--- src/rtl/memdec_pkg.sv ---
package memdec_pkg;
  localparam int NUM_REGIONS   = 13;
  localparam int SHADOW_BYTES  = (NUM_REGIONS + 1) / 2;
  localparam int SHADOW_IDX_W  = $clog2(SHADOW_BYTES);
  localparam logic [7:0] OFF_SIZE   = 8'h57;
  localparam logic [7:0] OFF_SHADOW = 8'h59;
  localparam logic [7:0] OFF_SMRAM  = 8'h72;
  localparam logic [7:0] SMRAM_RST  = 8'h02;
  localparam int BIT_OPEN   = 6;
  localparam int BIT_ENABLE = 3;
  localparam int UNIT_SHIFT = 23;   // 8 MB units

  typedef struct packed {
    logic                    wrShadow;
    logic [SHADOW_IDX_W-1:0] shadowIdx;
    logic                    wrSmram;
    logic                    wrSize;
    logic [7:0]              data;
  } cfgStrobe_t;
endpackage

--- src/rtl/memdec_ctrl.sv ---
module memdec_ctrl
  import memdec_pkg::*;
(
  input  logic       cfgWrEn,
  input  logic [7:0] cfgAddr,
  input  logic [7:0] cfgData,
  output cfgStrobe_t stb
);
  logic [7:0] shadowOff;

  always_comb begin
    shadowOff     = cfgAddr - OFF_SHADOW;
    stb.wrShadow  = cfgWrEn && (cfgAddr >= OFF_SHADOW)
                    && (shadowOff < 8'(SHADOW_BYTES));
    stb.shadowIdx = shadowOff[SHADOW_IDX_W-1:0];
    stb.wrSmram   = cfgWrEn && (cfgAddr == OFF_SMRAM);
    stb.wrSize    = cfgWrEn && (cfgAddr == OFF_SIZE);
    stb.data      = cfgData;
  end
endmodule

--- src/rtl/memdec_path.sv ---
module memdec_path
  import memdec_pkg::*;
#(
  parameter int ADDR_W = 32,
  parameter int MEM_MB = 128
) (
  input  logic              clk,
  input  logic              rstN,
  input  cfgStrobe_t        stb,
  input  logic [ADDR_W-1:0] accAddr,
  input  logic              accWrite,
  input  logic              accSmm,
  output logic              toDram
);
  localparam int         SIZE_UNITS = MEM_MB / 8;
  localparam logic [7:0] SIZE_RST   = (SIZE_UNITS > 255) ? 8'd255 : 8'(SIZE_UNITS);

  logic [7:0] shadowReg [SHADOW_BYTES];
  logic [7:0] smramReg;
  logic [7:0] sizeReg;

  always_ff @(posedge clk) begin
    if (!rstN) begin
      for (int b = 0; b < SHADOW_BYTES; b++) shadowReg[b] <= 8'h00;
      smramReg <= SMRAM_RST;
      sizeReg  <= SIZE_RST;
    end else begin
      for (int b = 0; b < SHADOW_BYTES; b++)
        if (stb.wrShadow && stb.shadowIdx == SHADOW_IDX_W'(b))
          shadowReg[b] <= stb.data;
      if (stb.wrSmram) smramReg <= stb.data;
      if (stb.wrSize)  sizeReg  <= stb.data;
    end
  end

  logic                    inSmram, inExp, inBios;
  logic [3:0]              expSlot;
  logic [SHADOW_IDX_W-1:0] byteSel;
  logic                    useHigh;
  logic [7:0]              attrByte;
  logic [3:0]              attrNib;
  logic [ADDR_W-1:0]       topAddr;

  always_comb begin
    inSmram  = (accAddr >= ADDR_W'(32'h000A0000)) && (accAddr < ADDR_W'(32'h000C0000));
    inExp    = (accAddr >= ADDR_W'(32'h000C0000)) && (accAddr < ADDR_W'(32'h000F0000));
    inBios   = (accAddr >= ADDR_W'(32'h000F0000)) && (accAddr < ADDR_W'(32'h00100000));
    expSlot  = accAddr[17:14];
    byteSel  = inBios ? '0 : SHADOW_IDX_W'(expSlot[3:1]) + SHADOW_IDX_W'(1);
    useHigh  = inBios | expSlot[0];
    attrByte = shadowReg[byteSel];
    attrNib  = useHigh ? attrByte[7:4] : attrByte[3:0];
    topAddr  = ADDR_W'(sizeReg) << UNIT_SHIFT;
    if (inSmram)
      toDram = accSmm ? smramReg[BIT_ENABLE] : smramReg[BIT_OPEN];
    else if (inExp || inBios)
      toDram = accWrite ? attrNib[1] : attrNib[0];
    else
      toDram = accAddr < topAddr;
  end
endmodule

--- src/rtl/mem_route_decoder.sv ---
module mem_route_decoder
  import memdec_pkg::*;
#(
  parameter int ADDR_W = 32,
  parameter int MEM_MB = 128
) (
  input  logic              clk,
  input  logic              rstN,
  input  logic              cfgWrEn,
  input  logic [7:0]        cfgAddr,
  input  logic [7:0]        cfgData,
  input  logic [ADDR_W-1:0] accAddr,
  input  logic              accWrite,
  input  logic              accSmm,
  output logic              toDram
);
  cfgStrobe_t stb;

  memdec_ctrl u_ctrl (
    .cfgWrEn(cfgWrEn), .cfgAddr(cfgAddr), .cfgData(cfgData), .stb(stb)
  );

  memdec_path #(.ADDR_W(ADDR_W), .MEM_MB(MEM_MB)) u_path (
    .clk(clk), .rstN(rstN), .stb(stb), .accAddr(accAddr),
    .accWrite(accWrite), .accSmm(accSmm), .toDram(toDram)
  );
endmodule

--- config.mk ---
export PLATFORM = sky130hd
export DESIGN_NAME = mem_route_decoder
export DESIGN_NICKNAME = d
export VERILOG_FILES = /design/src/rtl/memdec_pkg.sv /design/src/rtl/memdec_ctrl.sv /design/src/rtl/memdec_path.sv /design/src/rtl/mem_route_decoder.sv
export SDC_FILE = /design/constraint.sdc
export NUM_CORES = 1
export LEC_CHECK = 0
export BUFFER_PORTS_ARGS = -buffer_cell sky130_fd_sc_hd__buf_2
export CORE_UTILIZATION = 55
export CTS_BUF_LIST = sky130_fd_sc_hd__clkbuf_2
export CTS_CLUSTER_SIZE = 12
export DETAILED_ROUTE_END_ITERATION = 16
export PLACE_DENSITY = 0.86
export SETUP_SLACK_MARGIN = 0.4
export SYNTH_ARGS = -nofsm -noshare
export SYNTH_HDL_FRONTEND = slang
export SYNTH_SLANG_ARGS = --single-unit
--- constraint.sdc ---
create_clock -name clk -period 4.99 [get_ports clk]
set_input_delay 0.998 -clock clk [delete_from_list [all_inputs] [get_ports clk]]
set_output_delay 0.998 -clock clk [all_outputs]
set_load 0.01 [all_outputs]
# After elaboration in Yosys (flattened, before gate mapping)
# Memory sizes are Yosys's and may differ from the RTL's.
# Index checks and enable logic that the tools add are counted.
[totals]
mem_count = 1
ram_bits = 56
romBits = 0
reg_bits = 15
elab_cells = 81
latch_bits = 0
input_bits = 53
out_inout_bits = 1
[memory_table]
columns = ["name", "depth", "word_bits", "read_ports", "rd_ports_with_merged_regs", "wr", "line", "source"]
rows = [
  ["u_path.shadowReg", 7, 8, 1, 0, 7, "memdec_path.sv:18", "logic [7:0] shadowReg [SHADOW_BYTES];"],
]
[op_classes]
n_eq_ne = 8
div_mod_pow = 0
multipliers = 0
bitwise_logic = 8
n_mux = 35
addsub = 2
n_lt_le_gt_ge = 9
n_reduce_logical = 16
n_shift = 0
[ops]
columns = ["cell", "count"]
rows = [
  ["$ge A32 B20 Y1 const B", 3],
  ["$lt A32 B20 Y1 const B", 2],
  ["$mux W8", 7],
  ["$lt A32 B21 Y1 const B", 1],
  ["$lt A32 B31 Y1", 1],
  ["$mux W1", 26],
  ["$eq A8 B7 Y1 const B", 2],
  ["$logic_and A1 B1 Y1", 14],
  ["$eq A3 B3 Y1 const B", 3],
  ["$ge A8 B7 Y1 const B", 1],
  ["$lt A8 B3 Y1 const B", 1],
  ["$or A1 B1 Y1", 8],
  ["$sub A8 B7 Y8 const B", 1],
  ["$eq A3 B2 Y1 const B", 2],
  ["$add A3 B1 Y3 const B", 1],
  ["$eq A3 B1 Y1 const B", 1],
  ["$logic_not A3 Y1", 1],
  ["$mux W3", 1],
  ["$mux W2", 1],
  ["$logic_or A1 B1 Y1", 1],
]

# Logic depth before layout (Yosys ltp)
[depth]
depth_word = 8
ltp_mapped = 11

# Modules after synthesis
# A second synthesis with hierarchy kept.
[hier_totals]
cells_unflattened = 220
hier_area_um2 = 2224.6
[by_module_without_submodules]
columns = ["mod", "seq_area_each_um2", "instances", "area_per_inst_um2", "cells_each"]
rows = [
  ["memdec_path", 1041.0, 1, 2026.9, 192],
  ["memdec_ctrl", 0.0, 1, 197.7, 28],
]

# Worst setup path before layout
# Ideal clock, no wire load.
[synth_path]
path_kind = "input-to-output"
start = "in accAddr[15]"
end = "out toDram"
path_stages = 10
t_arrival_ps = 2761
path_buffers = 2
setup_slack_ps = 1231
cell_sequence = "buf_2 -> inv_2 -> ha_1 -> clkbuf_1 -> mux4_2 -> a21oi_1 -> a32oi_1 -> o31a_1 -> o311ai_1 -> a21oi_2"
[synth_between]
elab_chain_len = 8
elab_cells_between_ends = 19
classes_between = "add/sub: 1; order compare: 7; mux: 5; bitwise: 1; reduce/logical: 4; memory: 1"
[synth_rtl]
columns = ["element", "line", "source"]
rows = [
  ["from (decl)", "mem_route_decoder.sv:12", "input logic [ADDR_W-1:0] accAddr,"],
  ["$ge A32 B20 Y1 / $lt A32 B21 Y1 (equally long branches)", "memdec_path.sv:47", "inBios = (accAddr >= ADDR_W'(32'h000F0000)) && (accAddr < ADDR_W'(32'h00100000));"],
  ["$logic_and A1 B1 Y1", "memdec_path.sv:47", ""],
  ["$mux W3", "memdec_path.sv:49", "byteSel = inBios ? '0 : SHADOW_IDX_W'(expSlot[3:1]) + SHADOW_IDX_W'(1);"],
  ["$mem_v2 Z7 W8", "-", ""],
  ["$mux W2", "memdec_path.sv:52", "attrNib = useHigh ? attrByte[7:4] : attrByte[3:0];"],
  ["$mux W1", "memdec_path.sv:57", "toDram = accWrite ? attrNib[1] : attrNib[0];"],
  ["$mux W1", "memdec_path.sv:56", "else if (inExp || inBios)"],
  ["$mux W1 *", "memdec_path.sv:54", "if (inSmram)"],
  ["to (decl)", "mem_route_decoder.sv:15", "output logic toDram"],
]
# Mark *: on every way between the ends. The rest lies on a longest branch, timed or not.

# Final worst setup path
# Same ends and word-level chain as after synthesis.

==> flow_results.xml <==
<?xml version="1.0" encoding="UTF-8"?>
<metrics>
  <group name="outcome">
    <metric name="run_status" unit="">finished, final reports clean</metric>
  </group>
  <group name="timing">
    <metric name="rsz0062_at_grt" unit="">no</metric>
    <metric name="relSlewSlack" unit="%">52.8</metric>
    <metric name="worst_clock_skew" unit="ns">0</metric>
    <metric name="worst_tran_pin_value" unit="ns">0.702</metric>
    <metric name="worst_slack" unit="ns">0.984</metric>
    <metric name="timing.final.setup_violations" unit="">0</metric>
    <metric name="period_minus_slack" unit="ns">4.01</metric>
    <metric name="timing_max_transition_violations_final" unit="">0</metric>
    <metric name="finalCritPeriodShare" unit="%">80.3</metric>
    <metric name="finalHoldViolCount" unit="">0</metric>
    <metric name="setup_total_negative_slack" unit="ns">0</metric>
    <metric name="timing.fmax" unit="MHz">250</metric>
  </group>
  <group name="yosys">
    <metric name="synth.ff_latch_count" unit="">38</metric>
    <metric name="synthesis.nets" unit="">264</metric>
    <metric name="syn_avg_cell_area" unit="µm²">10.5</metric>
    <metric name="synth-warning-count" unit="">0</metric>
    <metric name="synthesis.area" unit="µm²">2130</metric>
    <metric name="synthesis.instances" unit="">202</metric>
    <metric name="yosysSeqAreaShare" unit="%">48.9</metric>
    <metric name="ys_types" unit="">39</metric>
  </group>
  <group name="global_routing">
    <metric name="grt_start_max_net_pins" unit="">22</metric>
    <metric name="grtUsageMet2" unit="%">38.0</metric>
    <metric name="gr_peak_layer" unit="">met2</metric>
    <metric name="grt_first_pass_wirelength" unit="µm">7040</metric>
    <metric name="groute.layer.met3.usage" unit="%">4.29</metric>
    <metric name="grt.total_usage" unit="%">23.0</metric>
    <metric name="grt_antenna_before_repair" unit="">0</metric>
    <metric name="grt_pass1_vias" unit="">1549</metric>
    <metric name="grt_met1_use" unit="%">30.9</metric>
    <metric name="globalRouteOverflowTotal" unit="">0</metric>
  </group>
  <group name="clock_network">
    <metric name="clock_tree_root" unit="">sky130_fd_sc_hd__clkbuf_2</metric>
    <metric name="postCtsSetupBuffers" unit="">0</metric>
    <metric name="cts_made_buffers" unit="">5</metric>
    <metric name="clk_latency" unit="ns">0.39</metric>
    <metric name="cts.path.max_buffers" unit="">2</metric>
    <metric name="cts_repair_resize_count" unit="">0</metric>
    <metric name="clock_h_tree_levels" unit="">2</metric>
    <metric name="holdBufCountCts" unit="">0</metric>
    <metric name="tritoncts" unit="">done</metric>
    <metric name="clk_pin_slew" unit="ns">0.18</metric>
    <metric name="cts_num_sinks" unit="">38</metric>
  </group>
  <group name="die">
    <metric name="die_area" unit="µm²">4120</metric>
    <metric name="design.portCount" unit="">54</metric>
    <metric name="die_height" unit="µm">64.2</metric>
    <metric name="rows" unit="">22</metric>
    <metric name="floorplan.die.width" unit="µm">64.2</metric>
    <metric name="initial_core_util" unit="%">57.7</metric>
    <metric name="fp.coreArea" unit="µm²">3690</metric>
  </group>
  <group name="min_path">
    <metric name="worst_hold_path_type" unit="">flip-flop to flip-flop</metric>
  </group>
  <group name="routing">
    <metric name="ant_nets" unit="">0</metric>
    <metric name="avgRoutedWirePerCell" unit="µm">14.1</metric>
    <metric name="detail_route.wirelength" unit="µm">4140</metric>
    <metric name="route.detailed.vias_per_inst" unit="">5.45</metric>
    <metric name="dr.first_iter.drc_count" unit="">66</metric>
    <metric name="firstDrtPassIters" unit="">4</metric>
    <metric name="drcViolationCount" unit="">0</metric>
    <metric name="dr_total_vias" unit="">1597</metric>
  </group>
  <group name="critical_path">
    <metric name="path_delay_family" unit="">compound AO/OA/AOI/OAI gates</metric>
    <metric name="critical_path_class" unit="">input port to primary output</metric>
    <metric name="cp_slowest_stage_delay" unit="ns">0.41</metric>
    <metric name="critPathLaunchType" unit="">input port</metric>
    <metric name="timing.critical_path.required" unit="ns">3.99</metric>
    <metric name="cp_data_arrival_time" unit="ns">3.01</metric>
    <metric name="critPathBufInv" unit="">2</metric>
    <metric name="crit_path_cell_trace" unit="">buf_2, ha_1, xnor2_2, nand2_1, a31oi_1, a21oi_1, o311ai_1, o311ai_1, a21oi_2, buf_2</metric>
    <metric name="path_max_fanout" unit="">10</metric>
    <metric name="setup.worst_path.end_class" unit="">primary output</metric>
    <metric name="cpMaxStageDelayCell" unit="">sky130_fd_sc_hd__xnor2_2</metric>
  </group>
  <group name="layout">
    <metric name="layout.nets" unit="">306</metric>
    <metric name="synthToLayoutAreaGrowth" unit="%">13.1</metric>
    <metric name="antenna_cells_inserted" unit="">0</metric>
    <metric name="nFillCells" unit="">334</metric>
    <metric name="drive_above_1_share" unit="%">24.5</metric>
  </group>
  <group name="power_and_ir_drop">
    <metric name="ir_worst_vdd" unit="mV">0.211</metric>
    <metric name="intPower" unit="W">0.000421</metric>
    <metric name="power_switching_share" unit="%">26.8</metric>
    <metric name="p_per_area" unit="nW/µm²">239</metric>
    <metric name="net-switching-power" unit="W">0.000154</metric>
    <metric name="cell_leakage_power" unit="nW">0.925</metric>
    <metric name="finalPower" unit="W">0.000574</metric>
    <metric name="fraction_of_power_consumed_by_sequential_logic" unit="%">61.9</metric>
    <metric name="clock_group_share_of_total_power" unit="%">23.4</metric>
    <metric name="pwr-share-comb" unit="%">14.7</metric>
  </group>
  <group name="placed_design">
    <metric name="dp_hpwl" unit="µm">3300</metric>
    <metric name="gpl.final_weighted_congestion" unit="">0.851</metric>
    <metric name="detailedPlace.worstSlack" unit="ns">0.985</metric>
    <metric name="numPortBuffers" unit="">39</metric>
  </group>
  <group name="flow_run">
    <metric name="timing.max_cap.violations" unit="">0</metric>
  </group>
</metrics>
## registers in the layout (all words and copies together), names as in the netlist
name	cells
u_path.shadowReg	28
u_path.sizeReg	8
u_path.smramReg	2
## per-layer routing
layer,wire (µm),vias to the layer above
li1,-,809
met1,1940,741
met2,1940,40
met3,207,7
met4,58,0
met5,0,-
## worst register-to-register path, cell delays in order, from the launching register on
cell                      delay [ns]
sky130_fd_sc_hd__dfxtp_1        0.42
sky130_fd_sc_hd__mux2i_1        0.09
sky130_fd_sc_hd__nor2b_1        0.12
## power by group through the flow
stage               Sequential, W  Combinational (W)  Clock (W)
detailed placement       0.000362          0.0000844          0
global placement         0.000362          0.0000819          0
CTS                      0.000355          0.0000848   0.000136
global route             0.000357          0.0000945   0.000149
floorplan                0.000360          0.0000509          0
finish                   0.000355          0.0000844   0.000135
## placed cells by master (no fill, tap or decap), drive strengths merged
cell type | Yosys | routed
a2111oi | 1 | 1
nand4b | 1 | 1
xor2 | 1 | 1
nand2b | 2 | 2
buf | 1 | 39
clkbuf | 3 | 5
o21ai | 7 | 7
o31a | 1 | 1
nand3 | 3 | 3
nand3b | 1 | 1
a21o | 4 | 4
ha | 9 | 9
o311ai | 2 | 2
nor4b | 1 | 1
dfxtp | 10 | 10
mux2i | 14 | 14
mux4 | 2 | 2
or3 | 2 | 2
nor2 | 29 | 29
a211oi | 2 | 2
a21oi | 4 | 4
nor4 | 2 | 2
o211ai | 5 | 5
a32oi | 1 | 1
inv | 14 | 16
nand4 | 1 | 1
edfxtp | 28 | 28
a31oi | 3 | 3
nor3 | 4 | 4
and3 | 2 | 2
nor2b | 12 | 12
a31o | 1 | 1
nand2 | 28 | 28
clkinv | 0 | 1
xnor2 | 1 | 1
## cell type report
| class | instances | area [µm²] | share of cell area, % |
|---|---|---|---|
| timing repair buffer | 39 | 195 | 8.11 |
| multi-input combinational | 146 | 1020 | 42.3 |
| tap | 48 | 60.1 | 2.50 |
| clock inverter | 3 | 15.0 | 0.624 |
| clock buffer | 5 | 25.0 | 1.04 |
| sequential | 38 | 1040 | 43.3 |
| inverter | 14 | 52.6 | 2.18 |
## worst paths after layout
check | startpoint | endpoint | slack (ns) | cells after the start
worst max-delay path | accAddr[15] | toDram | 0.98 | 10
worst min-delay path | u_path.sizeReg[4] | u_path.sizeReg[4] | 0.54 | 2
worst min register to register | u_path.sizeReg[4] | u_path.sizeReg[4] | 0.54 | 2
worst max register to register | u_path.smramReg[6] | u_path.smramReg[6] | 4.32 | 2
## kinds of logic (layout without fill, tap and decap cells)
| logic type | Yosys count | after routing | synth area share, % |
|---|---|---|---|
| buffers and inverters | 18 | 61 | 3.24 |
| adder cells (fa/ha/maj) | 9 | 9 | 5.29 |
| multiplexers | 16 | 16 | 8.71 |
| AO/OA/AOI/OAI | 31 | 31 | 10.1 |
| flip-flops | 38 | 38 | 48.9 |
| AND/OR/NAND/NOR | 88 | 88 | 22.2 |
| XOR/XNOR | 2 | 2 | 1.53 |
## cell usage after synthesis (all sizes together)
cell type | n | area [µm²]
nand3b | 1 | 7.51
nand2b | 2 | 12.5
nor2 | 29 | 116
clkbuf | 3 | 11.3
a211oi | 2 | 15.0
mux2i | 14 | 140
inv | 14 | 52.6
o211ai | 5 | 37.5
xor2 | 1 | 16.3
a32oi | 1 | 8.76
or3 | 2 | 12.5
o311ai | 2 | 17.5
ha | 9 | 113
nand3 | 3 | 15.0
a21oi | 4 | 23.8
nand4b | 1 | 8.76
a31oi | 3 | 18.8
o31a | 1 | 8.76
a31o | 1 | 8.76
nor4 | 2 | 42.5
mux4 | 2 | 45.0
buf | 1 | 5.00
a2111oi | 1 | 8.76
nor2b | 12 | 75.1
nand4 | 1 | 21.3
xnor2 | 1 | 16.3
and3 | 2 | 12.5
nand2 | 28 | 105
nor3 | 4 | 20.0
o21ai | 7 | 35.0
a21o | 4 | 31.3
nor4b | 1 | 23.8
edfxtp | 28 | 841
dfxtp | 10 | 200
## per-stage QoR
| stage | utilization (%) | cell area, µm² | hold WS, ns | std cells |
|---|---|---|---|---|
| finish | 65.2 | 2410 | 0.539 | 293 |
| global route | 65.2 | 2410 | 0.546 | 293 |
| CTS | 65.2 | 2410 | 0.535 | 293 |
| detailed placement | 64.1 | 2370 | 0.513 | 285 |
| global placement | 64.1 | 2370 | 0.497 | 285 |
| floorplan | - | 2130 | 0.474 | 202 |
(Power assumes the default switching activity.)
